### config.mk
export PLATFORM = sky130hd
export DESIGN_NAME = frame_start_detect
export DESIGN_NICKNAME = d
export VERILOG_FILES = /design/src/rtl/fsd_pkg.sv /design/src/rtl/fsd_fs_track.sv /design/src/rtl/fsd_cond_mux.sv /design/src/rtl/fsd_period_gen.sv /design/src/rtl/frame_start_detect.sv
export SDC_FILE = /design/constraint.sdc
export NUM_CORES = 1
export LEC_CHECK = 0
export BUFFER_PORTS_ARGS = -buffer_cell sky130_fd_sc_hd__buf_2
export CAP_MARGIN = 20
export CORE_MARGIN = 2
export CORE_UTILIZATION = 42
export CTS_CLUSTER_SIZE = 24
export DETAILED_ROUTE_END_ITERATION = 10
export GPL_ROUTABILITY_DRIVEN = 0
export REMOVE_ABC_BUFFERS = 1
export SLEW_MARGIN = 20
export SYNTH_ARGS = -nofsm -noshare
export SYNTH_HDL_FRONTEND = slang
export SYNTH_HIERARCHICAL = 1
export SYNTH_SLANG_ARGS = --single-unit
### constraint.sdc
create_clock -name clk -period 2.96 [get_ports clk]
set_clock_uncertainty 0.05 [all_clocks]
set_input_delay 0.444 -clock clk [delete_from_list [all_inputs] [get_ports clk]]
set_output_delay 0.444 -clock clk [all_outputs]
set_load 0.02 [all_outputs]
### src/rtl/fsd_pkg.sv
package fsd_pkg;

    localparam int SEL_W = 4;

    typedef enum logic [1:0] {
        PH_IDLE   = 2'd0,
        PH_DELAY  = 2'd1,
        PH_ACTIVE = 2'd2
    } phase_e;

    // start condition codes
    localparam logic [SEL_W-1:0] SEL_CONT = 4'd0;
    localparam logic [SEL_W-1:0] SEL_PEER = 4'd1;
    localparam logic [SEL_W-1:0] SEL_LOW  = 4'd2;
    localparam logic [SEL_W-1:0] SEL_HIGH = 4'd3;
    localparam logic [SEL_W-1:0] SEL_FALL = 4'd4;
    localparam logic [SEL_W-1:0] SEL_RISE = 4'd5;
    localparam logic [SEL_W-1:0] SEL_CHG  = 4'd6;
    localparam logic [SEL_W-1:0] SEL_EDGE = 4'd7;
    localparam logic [SEL_W-1:0] SEL_CMP  = 4'd8;

endpackage

### src/rtl/fsd_fs_track.sv
// Keeps the previous bit-clock sample of the frame-sync line and whether
// one sample has been taken since the direction was enabled.
module fsd_fs_track (
    input  logic clk,
    input  logic rst_n,
    input  logic enable,
    input  logic bit_en,
    input  logic fsync,
    output logic fs_prev,
    output logic fs_seen
);
    typedef struct packed {
        logic prev;
        logic seen;
    } trk_t;

    trk_t trk_d, trk_q;

    always_comb begin
        trk_d = trk_q;
        if (bit_en) begin
            trk_d.prev = fsync;
        end
        trk_d.seen = enable && (trk_q.seen || bit_en);
    end

    always_ff @(posedge clk or negedge rst_n) begin
        if (!rst_n) begin
            trk_q <= '0;
        end else begin
            trk_q <= trk_d;
        end
    end

    assign fs_prev = trk_q.prev;
    assign fs_seen = trk_q.seen;
endmodule

### src/rtl/fsd_cond_mux.sv
// Evaluates the selected start condition for the current bit clock.
module fsd_cond_mux
    import fsd_pkg::*;
(
    input  logic [SEL_W-1:0] start_sel,
    input  logic             fsync,
    input  logic             fs_prev,
    input  logic             fs_seen,
    input  logic             peer_start,
    input  logic             cmp0_hit,
    input  logic             cmp_latched,
    input  logic             word_ok,
    output logic             cond_hit
);
    logic changed;

    assign changed = fs_seen && (fs_prev != fsync);

    always_comb begin
        unique case (start_sel)
            SEL_CONT: cond_hit = word_ok;
            SEL_PEER: cond_hit = peer_start;
            SEL_LOW:  cond_hit = !fsync;
            SEL_HIGH: cond_hit = fsync;
            SEL_FALL: cond_hit = changed && !fsync;
            SEL_RISE: cond_hit = changed && fsync;
            SEL_CHG:  cond_hit = changed;
            SEL_EDGE: cond_hit = changed;
            SEL_CMP:  cond_hit = cmp_latched ? word_ok : cmp0_hit;
            default:  cond_hit = 1'b0;
        endcase
    end
endmodule

### src/rtl/fsd_period_gen.sv
// Internal frame trigger: one pulse every 2*(period+1) bit clocks.
module fsd_period_gen #(
    parameter int PER_W = 8
) (
    input  logic             clk,
    input  logic             rst_n,
    input  logic             enable,
    input  logic             bit_en,
    input  logic [PER_W-1:0] period,
    output logic             period_trig
);
    localparam int CW = PER_W + 1;

    typedef struct packed {
        logic [CW-1:0] cnt;
        logic          trig;
    } per_t;

    per_t per_d, per_q;
    logic [CW-1:0] last_cnt;

    // 2*period+1 is the period field with a one appended
    assign last_cnt = {period, 1'b1};

    always_comb begin
        per_d      = per_q;
        per_d.trig = 1'b0;
        if (!enable || period == '0) begin
            per_d.cnt = '0;
        end else if (bit_en) begin
            if (per_q.cnt == last_cnt) begin
                per_d.cnt  = '0;
                per_d.trig = 1'b1;
            end else begin
                per_d.cnt = per_q.cnt + CW'(1);
            end
        end
    end

    always_ff @(posedge clk or negedge rst_n) begin
        if (!rst_n) begin
            per_q <= '0;
        end else begin
            per_q <= per_d;
        end
    end

    assign period_trig = per_q.trig;
endmodule

### src/rtl/frame_start_detect.sv
module frame_start_detect
    import fsd_pkg::*;
#(
    parameter int DLY_W = 8,
    parameter int PER_W = 8
) (
    input  logic             clk,
    input  logic             rst_n,
    input  logic             enable,
    input  logic             bit_en,
    input  logic [SEL_W-1:0] start_sel,
    input  logic [DLY_W-1:0] start_dly,
    input  logic [PER_W-1:0] period,
    input  logic             stop_on_cmp,
    input  logic             hold_for_word,
    input  logic             word_ready,
    input  logic             fsync,
    input  logic             peer_start,
    input  logic             cmp0_hit,
    input  logic             cmp1_hit,
    input  logic             frame_done,
    output logic             start_pulse,
    output logic             in_frame,
    output logic             period_trig
);
    typedef struct packed {
        phase_e           ph;
        logic [DLY_W-1:0] cnt;
        logic             start;
        logic             cmp_latch;
    } ctl_t;

    ctl_t ctl_d, ctl_q;

    logic fs_prev, fs_seen;
    logic word_ok, cond_hit, frame_end;

    fsd_fs_track u_track (
        .clk     (clk),
        .rst_n   (rst_n),
        .enable  (enable),
        .bit_en  (bit_en),
        .fsync   (fsync),
        .fs_prev (fs_prev),
        .fs_seen (fs_seen)
    );

    assign word_ok = !hold_for_word || word_ready;

    fsd_cond_mux u_cond (
        .start_sel   (start_sel),
        .fsync       (fsync),
        .fs_prev     (fs_prev),
        .fs_seen     (fs_seen),
        .peer_start  (peer_start),
        .cmp0_hit    (cmp0_hit),
        .cmp_latched (ctl_q.cmp_latch),
        .word_ok     (word_ok),
        .cond_hit    (cond_hit)
    );

    fsd_period_gen #(.PER_W(PER_W)) u_period (
        .clk         (clk),
        .rst_n       (rst_n),
        .enable      (enable),
        .bit_en      (bit_en),
        .period      (period),
        .period_trig (period_trig)
    );

    // a frame closes on the shifter's report, or on compare 1 in stop mode
    assign frame_end = frame_done ||
                       (start_sel == SEL_CMP && stop_on_cmp && cmp1_hit);

    always_comb begin
        ctl_d       = ctl_q;
        ctl_d.start = 1'b0;
        if (!enable) begin
            ctl_d.ph        = PH_IDLE;
            ctl_d.cnt       = '0;
            ctl_d.cmp_latch = 1'b0;
        end else if (bit_en) begin
            unique case (ctl_q.ph)
                PH_IDLE: begin
                    if (cond_hit) begin
                        if (start_sel == SEL_CMP && !stop_on_cmp) begin
                            ctl_d.cmp_latch = 1'b1;
                        end
                        if (start_dly == '0) begin
                            ctl_d.start = 1'b1;
                            ctl_d.ph    = PH_ACTIVE;
                        end else begin
                            ctl_d.cnt = start_dly;
                            ctl_d.ph  = PH_DELAY;
                        end
                    end
                end
                PH_DELAY: begin
                    if (ctl_q.cnt == DLY_W'(1)) begin
                        ctl_d.start = 1'b1;
                        ctl_d.ph    = PH_ACTIVE;
                        ctl_d.cnt   = '0;
                    end else begin
                        ctl_d.cnt = ctl_q.cnt - DLY_W'(1);
                    end
                end
                PH_ACTIVE: begin
                    if (frame_end) begin
                        ctl_d.ph = PH_IDLE;
                    end
                end
                default: ctl_d.ph = PH_IDLE;
            endcase
        end
    end

    always_ff @(posedge clk or negedge rst_n) begin
        if (!rst_n) begin
            ctl_q <= '{ph: PH_IDLE, cnt: '0, start: 1'b0, cmp_latch: 1'b0};
        end else begin
            ctl_q <= ctl_d;
        end
    end

    assign start_pulse = ctl_q.start;
    assign in_frame    = (ctl_q.ph == PH_ACTIVE);
endmodule

==> impl_metrics.tcl, run 1 <==
set metrics [dict create \
    critPathRequiredTime_ps 3060 \
    synth_top_area_share 0.3548 \
    grt_pass1_vias 1716 \
    netlist-cell-type-count 52 \
    yosysSeqAreaShare 0.3548 \
    h-tree-depth 1 \
    crit_family "compound AO/OA/AOI/OAI gates" \
    drv_slew 0 \
    fin_util 0.4986 \
    wl_um 4377 \
    ys_top_cells_by_area "dfrtp_1 35%, xnor2_1 6.2%, nand2_1 3.8%" \
    clock_latency_ps 260 \
    num_rows 23 \
    wl_per_cell_um 16.21 \
    rsz0062_at_grt "no" \
    num_io_pins 35 \
    drt_pass1_iterations 4 \
    crit_top_cell "o21ai_0" \
    ys_ff_latch 24 \
    crit_chain "nor2_1 > o31ai_1 > o21ai_0 > a211oi_1 > nor2b_1 > a21boi_0 > o21ai_0 > a311o_1" \
    final_layout_size_suffix_gt1_frac 0.2273 \
    relSlewSlack 0.4547 \
    fmax_mhz 412.5 \
    finalCriticalPeriod_ps 2424 \
    dieWidth_um 67.49 \
    cts_resized 0 \
    dieArea_sq_um 4554 \
    route.detailed.drc 0 \
    syn_area_sq_um 1693 \
    io_buffers 34 \
    tritoncts "yes" \
    grt_pass1_wl_um 7403 \
    hpwl_um 3362 \
    synthTopCellsByCount "24 x dfrtp_1, 17 x nand2_1, 12 x xnor2_1" \
    crit_type "register to register" \
    fin_tns_setup_ps 0 \
    grt_overflow 0 \
    regArea_sq_um 600.6 \
    setup_slack_ps 535.7 \
    dr.first_iter.drc_count 139 \
    cap_violations 0 \
    syn_avg_cell_area_sq_um 9.151 \
    hp-class "input pin to asynchronous set/reset pin" \
    crit_slowest_cell "a311o_1" \
    setup_viol 0 \
    status "completed" \
    yosysMostFrequentCell "dfrtp_1" \
    worst_pin_slew_ps 813.1 \
    cts_made_buffers 3 \
    end_kind "register" \
    fin_crit_sh 0.8190 \
    nNetsFinal 256 \
    synth_top_area_cell "dfrtp_1" \
    p_leak_uw 0.0008126 \
    path_max_fanout 3 \
    via_count 1694 \
    grt_max_degree 25 \
    arrival_ps 2530 \
    initial_core_util 0.4294 \
    clk_pin_slew_ps 80 \
    core_sq_um 3943 \
    power.total_uw 706.4 \
    synth_cells 185 \
    viasPerCell 6.274 \
    clock_path_buffers 2 \
    synth_ff_type "dfrtp_1" \
    cp_num_buf_inv 0 \
    yosysWarnings 6 \
    grt_usage 0.2135 \
    start_kind "register" \
    clkSinkCount 24 \
    ir_drop_mv 0.1895 \
    cts_setup_buffers 0 \
    diodes 0 \
    antenna_found_initial 0 \
    root_buffer "clkbuf_8" \
    synth-edff-count 0 \
    holdBufCountCts 0 \
    detail-route-antenna-nets 0 \
    dp_slack_ps 389.6 \
    areaGrowthSynthToFinish_pct 16.11 \
    slowest_delay_ps 390 \
    dieHeight_um 67.49 \
    multi_input_area_sq_um 1051 \
    hold_viol 0 \
    async_reset_ff_frac 1.000 \
    powerDensity_nw_per_um2 359.4 \
    nFillCells 363 \
]
==> power breakdown <==
part	leakage, uW	switching, uW	internal, uW
Combinational	0.000454	80.9	58.4
Clock	0.0000288	102	119
Sequential	0.000329	10.1	336
==> registers in the layout, summed over array words and instances (netlist names) <==
signal and flops:
u_period/period_trig 1, u_track/fs_seen 1, start_pulse 1, ctl_q 11, u_track/fs_prev 1, u_period/per_q 9
==> worst paths after layout <==
| path | from | end | slack (ps) | cells after the start |
|---|---|---|---|---|
| max | ctl_q[0]$_DFFE_PN0P_ | ctl_q[9]$_DFFE_PN0P_ | 540 | 8 |
| min | rst_n | start_pulse$_DFF_PN0_ | 100 | 1 |
| max reg2reg | ctl_q[0]$_DFFE_PN0P_ | ctl_q[9]$_DFFE_PN0P_ | 540 | 8 |
| min reg2reg | u_track/fs_seen$_DFF_PN0_ | u_track/fs_seen$_DFF_PN0_ | 460 | 1 |
| max in group asynchronous | rst_n | ctl_q[7]$_DFFE_PN0P_ | 2390 | 1 |
| min in group clk | fsync | u_track/fs_prev$_DFFE_PN0P_ | 410 | 2 |
==> through the flow <==
step           hold WS (ps)  std cells  area [sq um]
6_report              100.8        270          1966
5_1_grt               126.7        270          1966
4_1_cts               124.3        270          1966
3_5_place_dp          406.5        266          1911
3_3_place_gp          410.0        266          1911
2_1_floorplan         98.41        181          1670
==> layer usage <==
layer,GRT usage,part of all wire,vias up
li1,-,-,791
met1,0.2440,0.41,830
met2,0.3701,0.49,59
met3,0.03833,0.064,14
met4,0.1250,0.031,0
met5,0,0,-
==> cells by family (layout without fill, tap and decap cells) <==
family,after synthesis,in the layout,synth area share
multiplexers,1,1,0.008867
AND/OR/NAND/NOR,74,74,0.2454
AO/OA/AOI/OAI,61,61,0.2772
flip-flops,24,24,0.3548
buffers and inverters,9,44,0.02439
XOR/XNOR,13,13,0.06726
adder cells (fa/ha/maj),3,3,0.02218
==> cell type report <==
cell class	count	area share
clock buffers	4	0.02801
inverters	5	0.009548
multi-input cells	152	0.5347
flip-flops and latches	24	0.3055
well taps	50	0.03183
repair buffers	35	0.09039
==> placed cells by master (no fill, tap or decap), types with 2 or more instances in the layout <==
cell and instances:
a31oi_1 3, o221ai_1 2, a211o_1 4, a21oi_1 5, nor2_1 11, a32o_1 6
nor4_1 6, inv_1 5, o2bb2ai_1 3, a21boi_0 3, clkbuf_8 4, nand2_1 17
ha_1 3, nand4_1 5, or4_4 3, nor2b_1 5, xnor2_1 12, nand3_1 5
a22o_1 2, o211ai_1 2, o21ai_0 9, o21a_1 3, o21ai_1 2, o22ai_1 3
nand2b_1 6, and3_1 3, nor3_1 6, dfrtp_1 24, buf_2 34
(Power assumes the default switching activity.)
==> run 2: changes to the inputs <==
==> constraint.sdc (replaced) <==
create_clock -name clk -period 2.35 [get_ports clk]
set_clock_uncertainty 0.05 [all_clocks]
set_input_delay 0.3525 -clock clk [delete_from_list [all_inputs] [get_ports clk]]
set_output_delay 0.3525 -clock clk [all_outputs]
set_load 0.02 [all_outputs]
==> impl_metrics.tcl, run 2 (synthesis results as in run 1) <==
set metrics [dict create \
    status "completed" \
    nNetsFinal 260 \
    grt_pass1_wl_um 7679 \
    cp_num_buf_inv 1 \
    num_rows 23 \
    globalRouteMet3Util 0.02833 \
    worst_pin_slew_ps 597.4 \
    detail-route-antenna-nets 0 \
    crit_chain "nor2_1 > o31ai_1 > o21ai_0 > a211oi_1 > nor3b_4 > buf_4 > nand2_1 > nor3b_1 > o21a_1" \
    clock_latency_ps 270 \
    grt_util_met2 0.3860 \
    hpwl_um 3458 \
    cap_violations 0 \
    areaGrowthSynthToFinish_pct 18.48 \
    slowest_delay_ps 390 \
    hold_viol 0 \
    top_regs "ctl_q x11, u_period/per_q x9" \
    hp-class "input pin to asynchronous set/reset pin" \
    num_io_pins 35 \
    relSlewSlack 0.5914 \
    grt_pass1_vias 1718 \
    drt_pass1_iterations 5 \
    dieHeight_um 67.49 \
    grt_usage 0.2212 \
    clkSinkCount 24 \
    largest_reg_flops 11 \
    wl_per_cell_um 16.43 \
    busiest_layer "met2" \
    dr.first_iter.drc_count 145 \
    setup_viol 0 \
    grt_use_met1 0.2688 \
    route.detailed.drc 0 \
    top_register "ctl_q" \
    wl_um 4503 \
    path_max_fanout 7 \
    power.total_uw 906.1 \
    root_buffer "clkbuf_8" \
    initial_core_util 0.4294 \
    ir_drop_mv 0.1983 \
    io_buffers 34 \
    finalCriticalPeriod_ps 2143 \
    cts_made_buffers 3 \
    drv_slew 0 \
    rr_worst_depth 9 \
    grt_overflow 0 \
    core_sq_um 3943 \
    clk_pin_slew_ps 80 \
    start_kind "register" \
    final_cell_mix "34 x buf_2, 24 x dfrtp_1, 17 x nand2_1" \
    arrival_ps 2300 \
    dieArea_sq_um 4554 \
    cp.depth 9 \
    end_kind "register" \
    antenna_found_initial 0 \
    h-tree-depth 1 \
    critPathRequiredTime_ps 2510 \
    dieWidth_um 67.49 \
    crit_slowest_cell "nor3b_4" \
    hold_slack_ps 2.998 \
    final_common_cell "buf_2" \
    final_layout_size_suffix_gt1_frac 0.2455 \
    fin_crit_sh 0.9121 \
    diodes 0 \
    tritoncts "yes" \
    via_count 1671 \
    holdBufCountCts 0 \
    grt_max_degree 25 \
    viasPerCell 6.099 \
    cts_resized 0 \
    crit_family "simple AND/OR/NAND/NOR gates" \
    crit_type "register to register" \
    powerDensity_nw_per_um2 451.8 \
    clock_path_buffers 2 \
    fmax_mhz 466.5 \
    p_leak_uw 0.0008318 \
    cts_setup_buffers 0 \
]
## run 2: changes by cell type in the layout (fill, tap and decap cells not counted), sizes merged
cell	delta
buf	+4
## run 2: final timing paths
check	startpoint	slack, ps	to
min in group clk	fsync	330	u_track/fs_prev$_DFFE_PN0P_
hold / removal	rst_n	3	ctl_q[11]$_DFFE_PN0P_
hold reg to reg	u_track/fs_seen$_DFF_PN0_	440	u_track/fs_seen$_DFF_PN0_
setup / recovery	ctl_q[0]$_DFFE_PN0P_	210	ctl_q[0]$_DFFE_PN0P_
setup reg to reg	ctl_q[0]$_DFFE_PN0P_	210	ctl_q[0]$_DFFE_PN0P_
max in group asynchronous	rst_n	1880	u_period/per_q[1]$_DFFE_PN0P_
## run 2: layout make-up
cell class | count | area (sq um)
clock buffers | 4 | 55.05
fillers | 382 | 1937
inverters | 5 | 18.77
multi-input cells | 152 | 1061
flip-flops and latches | 24 | 600.6
well taps | 50 | 62.56
repair buffers | 39 | 207.7
## run 2: report_power, final
part	internal (uW)	switching, uW	leakage, uW	total [uW]
sequential	423	12.8	0.000329	436
combinational	81.5	105	0.000474	187
clock	150	134	0.0000288	284
total	654	252	0.000832	906
## run 2: routing by layer
layer / up-vias / wire length, um
met2: 68 / 2293
li1: 800 / -
met5: - / 0
met1: 787 / 1906
met4: 0 / 100
met3: 16 / 203
## run 2: metrics by stage
| step | TNS [ps] | area [sq um] | utilization | setup WS, ps | instances |
|---|---|---|---|---|---|
| floorplan | 0 | 1670 | - | 339.2 | 181 |
| global placement | 0 | 1941 | 0.4922 | 51.23 | 270 |
| detailed placement | -74.05 | 1941 | 0.4922 | -74.05 | 270 |
| CTS | 0 | 1996 | 0.5062 | 46.47 | 274 |
| global route | -26.49 | 2006 | 0.5087 | -26.49 | 274 |
| finish | 0 | 2006 | 0.5087 | 206.5 | 274 |
==> run 3: changes to the inputs <==
--- a/config.mk
+++ b/config.mk
@@ -8,7 +8,7 @@
 export BUFFER_PORTS_ARGS = -buffer_cell sky130_fd_sc_hd__buf_2
 export CAP_MARGIN = 20
 export CORE_MARGIN = 2
-export CORE_UTILIZATION = 42
+export CORE_UTILIZATION = 41
 export CTS_CLUSTER_SIZE = 24
 export DETAILED_ROUTE_END_ITERATION = 10
 export GPL_ROUTABILITY_DRIVEN = 0
==> impl_metrics.tcl, run 3 (synthesis results as in run 1) <==
set metrics [dict create \
    placed_cells 271 \
    drt_pass1_iterations 4 \
    start_kind "register" \
    wl_per_cell_um 16.43 \
    path_max_fanout 7 \
    areaGrowthSynthToFinish_pct 18.03 \
    initial_core_util 0.4232 \
    hold_slack_ps 21.99 \
    grt_overflow 0 \
    root_buffer "clkbuf_8" \
    rr_worst_depth 8 \
    diodes 0 \
    end_kind "register" \
    clk_pin_slew_ps 80 \
    relSlewSlack 0.6255 \
    grt_pass1_wl_um 7327 \
    cp.depth 8 \
    num_rows 23 \
    clock_path_buffers 2 \
    crit_start "ctl_q[0]$_DFFE_PN0P_" \
    stdcell_count 274 \
    wl_um 4502 \
    cts_made_buffers 3 \
    rsz0062_at_grt "no" \
    grt_max_degree 25 \
    tritoncts "yes" \
    crit_chain "nor2_1 > o31ai_1 > o21ai_0 > a211oi_2 > nor3b_2 > nand3_1 > a211o_1 > a21oi_1" \
    r2r_slack_ps 240 \
    hp-class "input pin to asynchronous set/reset pin" \
    top_regs "ctl_q x11, u_period/per_q x9" \
    largest_reg_flops 11 \
    fmax_mhz 473.9 \
    cts_setup_buffers 0 \
    powerDensity_nw_per_um2 430.2 \
    via_count 1669 \
    hold_viol 0 \
    crit_family "compound AO/OA/AOI/OAI gates" \
    status "completed" \
    power.total_uw 859.7 \
    clock_latency_ps 260 \
    p_leak_uw 0.0008324 \
    num_io_pins 35 \
    h-tree-depth 1 \
    fin_crit_sh 0.8979 \
    viasPerCell 6.091 \
    r2r-end "ctl_q[11]$_DFFE_PN0P_" \
    grt_usage 0.2071 \
    nNetsFinal 261 \
    holdBufCountCts 0 \
    cp_num_buf_inv 0 \
    setup_viol 0 \
    dieHeight_um 68.26 \
    final_cell_mix "34 x buf_2, 24 x dfrtp_1, 17 x nand2_1" \
    crit_type "register to register" \
    crit_slowest_cell "nor3b_2" \
    timing.rr.start "ctl_q[0]$_DFFE_PN0P_" \
    core_sq_um 4000 \
    final_common_cell "buf_2" \
    cp-endpoint "ctl_q[11]$_DFFE_PN0P_" \
    drv_slew 0 \
    clkSinkCount 24 \
    hpwl_um 3419 \
    ir_drop_mv 0.3530 \
    cts_resized 0 \
    worst_pin_slew_ps 561.7 \
    dr.first_iter.drc_count 91 \
    cap_violations 0 \
    top_register "ctl_q" \
    dieWidth_um 68.26 \
    detail-route-antenna-nets 0 \
    arrival_ps 2240 \
    grt_pass1_vias 1594 \
    antenna_found_initial 0 \
    route.detailed.drc 0 \
    slowest_delay_ps 430 \
    io_buffers 34 \
    dieArea_sq_um 4659 \
    critPathRequiredTime_ps 2480 \
    finalCriticalPeriod_ps 2110 \
    final_layout_size_suffix_gt1_frac 0.2500 \
]
-- run 3: changes by cell type in the layout (fill, tap and decap cells not counted) --
cell	previous run	this run
buf_4	5	6
nor3b_4	1	0
a211oi_2	0	1
nor3b_2	0	1
clkbuf_8	4	3
a211oi_1	1	0
-- run 3: through the flow --
stage                     setup slack (ps)  instance area (sq um)  TNS [ps]  utilization
after floorplan                      339.2                   1670         0            -
after global placement               58.36                   1948         0       0.4870
after detailed placement            -53.69                   1948    -53.69       0.4870
after CTS                            56.73                   1989         0       0.4973
after global routing                 17.44                   1998         0       0.4995
final                                240.0                   1998         0       0.4995
-- run 3: layout make-up --
type	instances	area (sq um)
flip-flops and latches	24	600.6
fillers	400	2002
clock buffers	3	41.29
inverters	5	18.77
well taps	50	62.56
repair buffers	40	215.2
multi-input cells	152	1060
-- run 3: routing by layer --
layer	routed length [um]	part of all wire	track usage
met4	58	0.013	0.05000
met1	2052	0.46	0.2838
met3	339	0.075	0.04276
met5	0	0	0
met2	2051	0.46	0.3337
-- run 3: worst reg2reg max path, stage by stage, from the launching register on --
cell and delay [ps]:
dfrtp_1 370, nor2_1 50, o31ai_1 180, o21ai_0 140, a211oi_2 180, nor3b_2 430
nand3_1 160, a211o_1 300, a21oi_1 170
-- run 3: worst min-delay path by stage --
stage / from / to / slack [ps] / cells after the start
floorplan: rst_n / ctl_q[0]$_DFFE_PN0P_ / 7 / 0
global placement: rst_n / u_track/fs_prev$_DFFE_PN0P_ / 340 / 1
detailed placement: rst_n / u_track/fs_prev$_DFFE_PN0P_ / 330 / 1
CTS: rst_n / ctl_q[8]$_DFFE_PN0P_ / 40 / 1
global route: rst_n / u_period/per_q[4]$_DFFE_PN0P_ / 70 / 1
finish: rst_n / u_period/per_q[2]$_DFFE_PN0P_ / 20 / 1
-- run 3: power breakdown --
part	internal, uW	leakage [uW]	switching (uW)	total (uW)
Sequential	423	0.000329	12.4	435
Combinational	80.1	0.000481	107	187
Clock	114	0.0000216	123	237
Total	618	0.000832	242	860
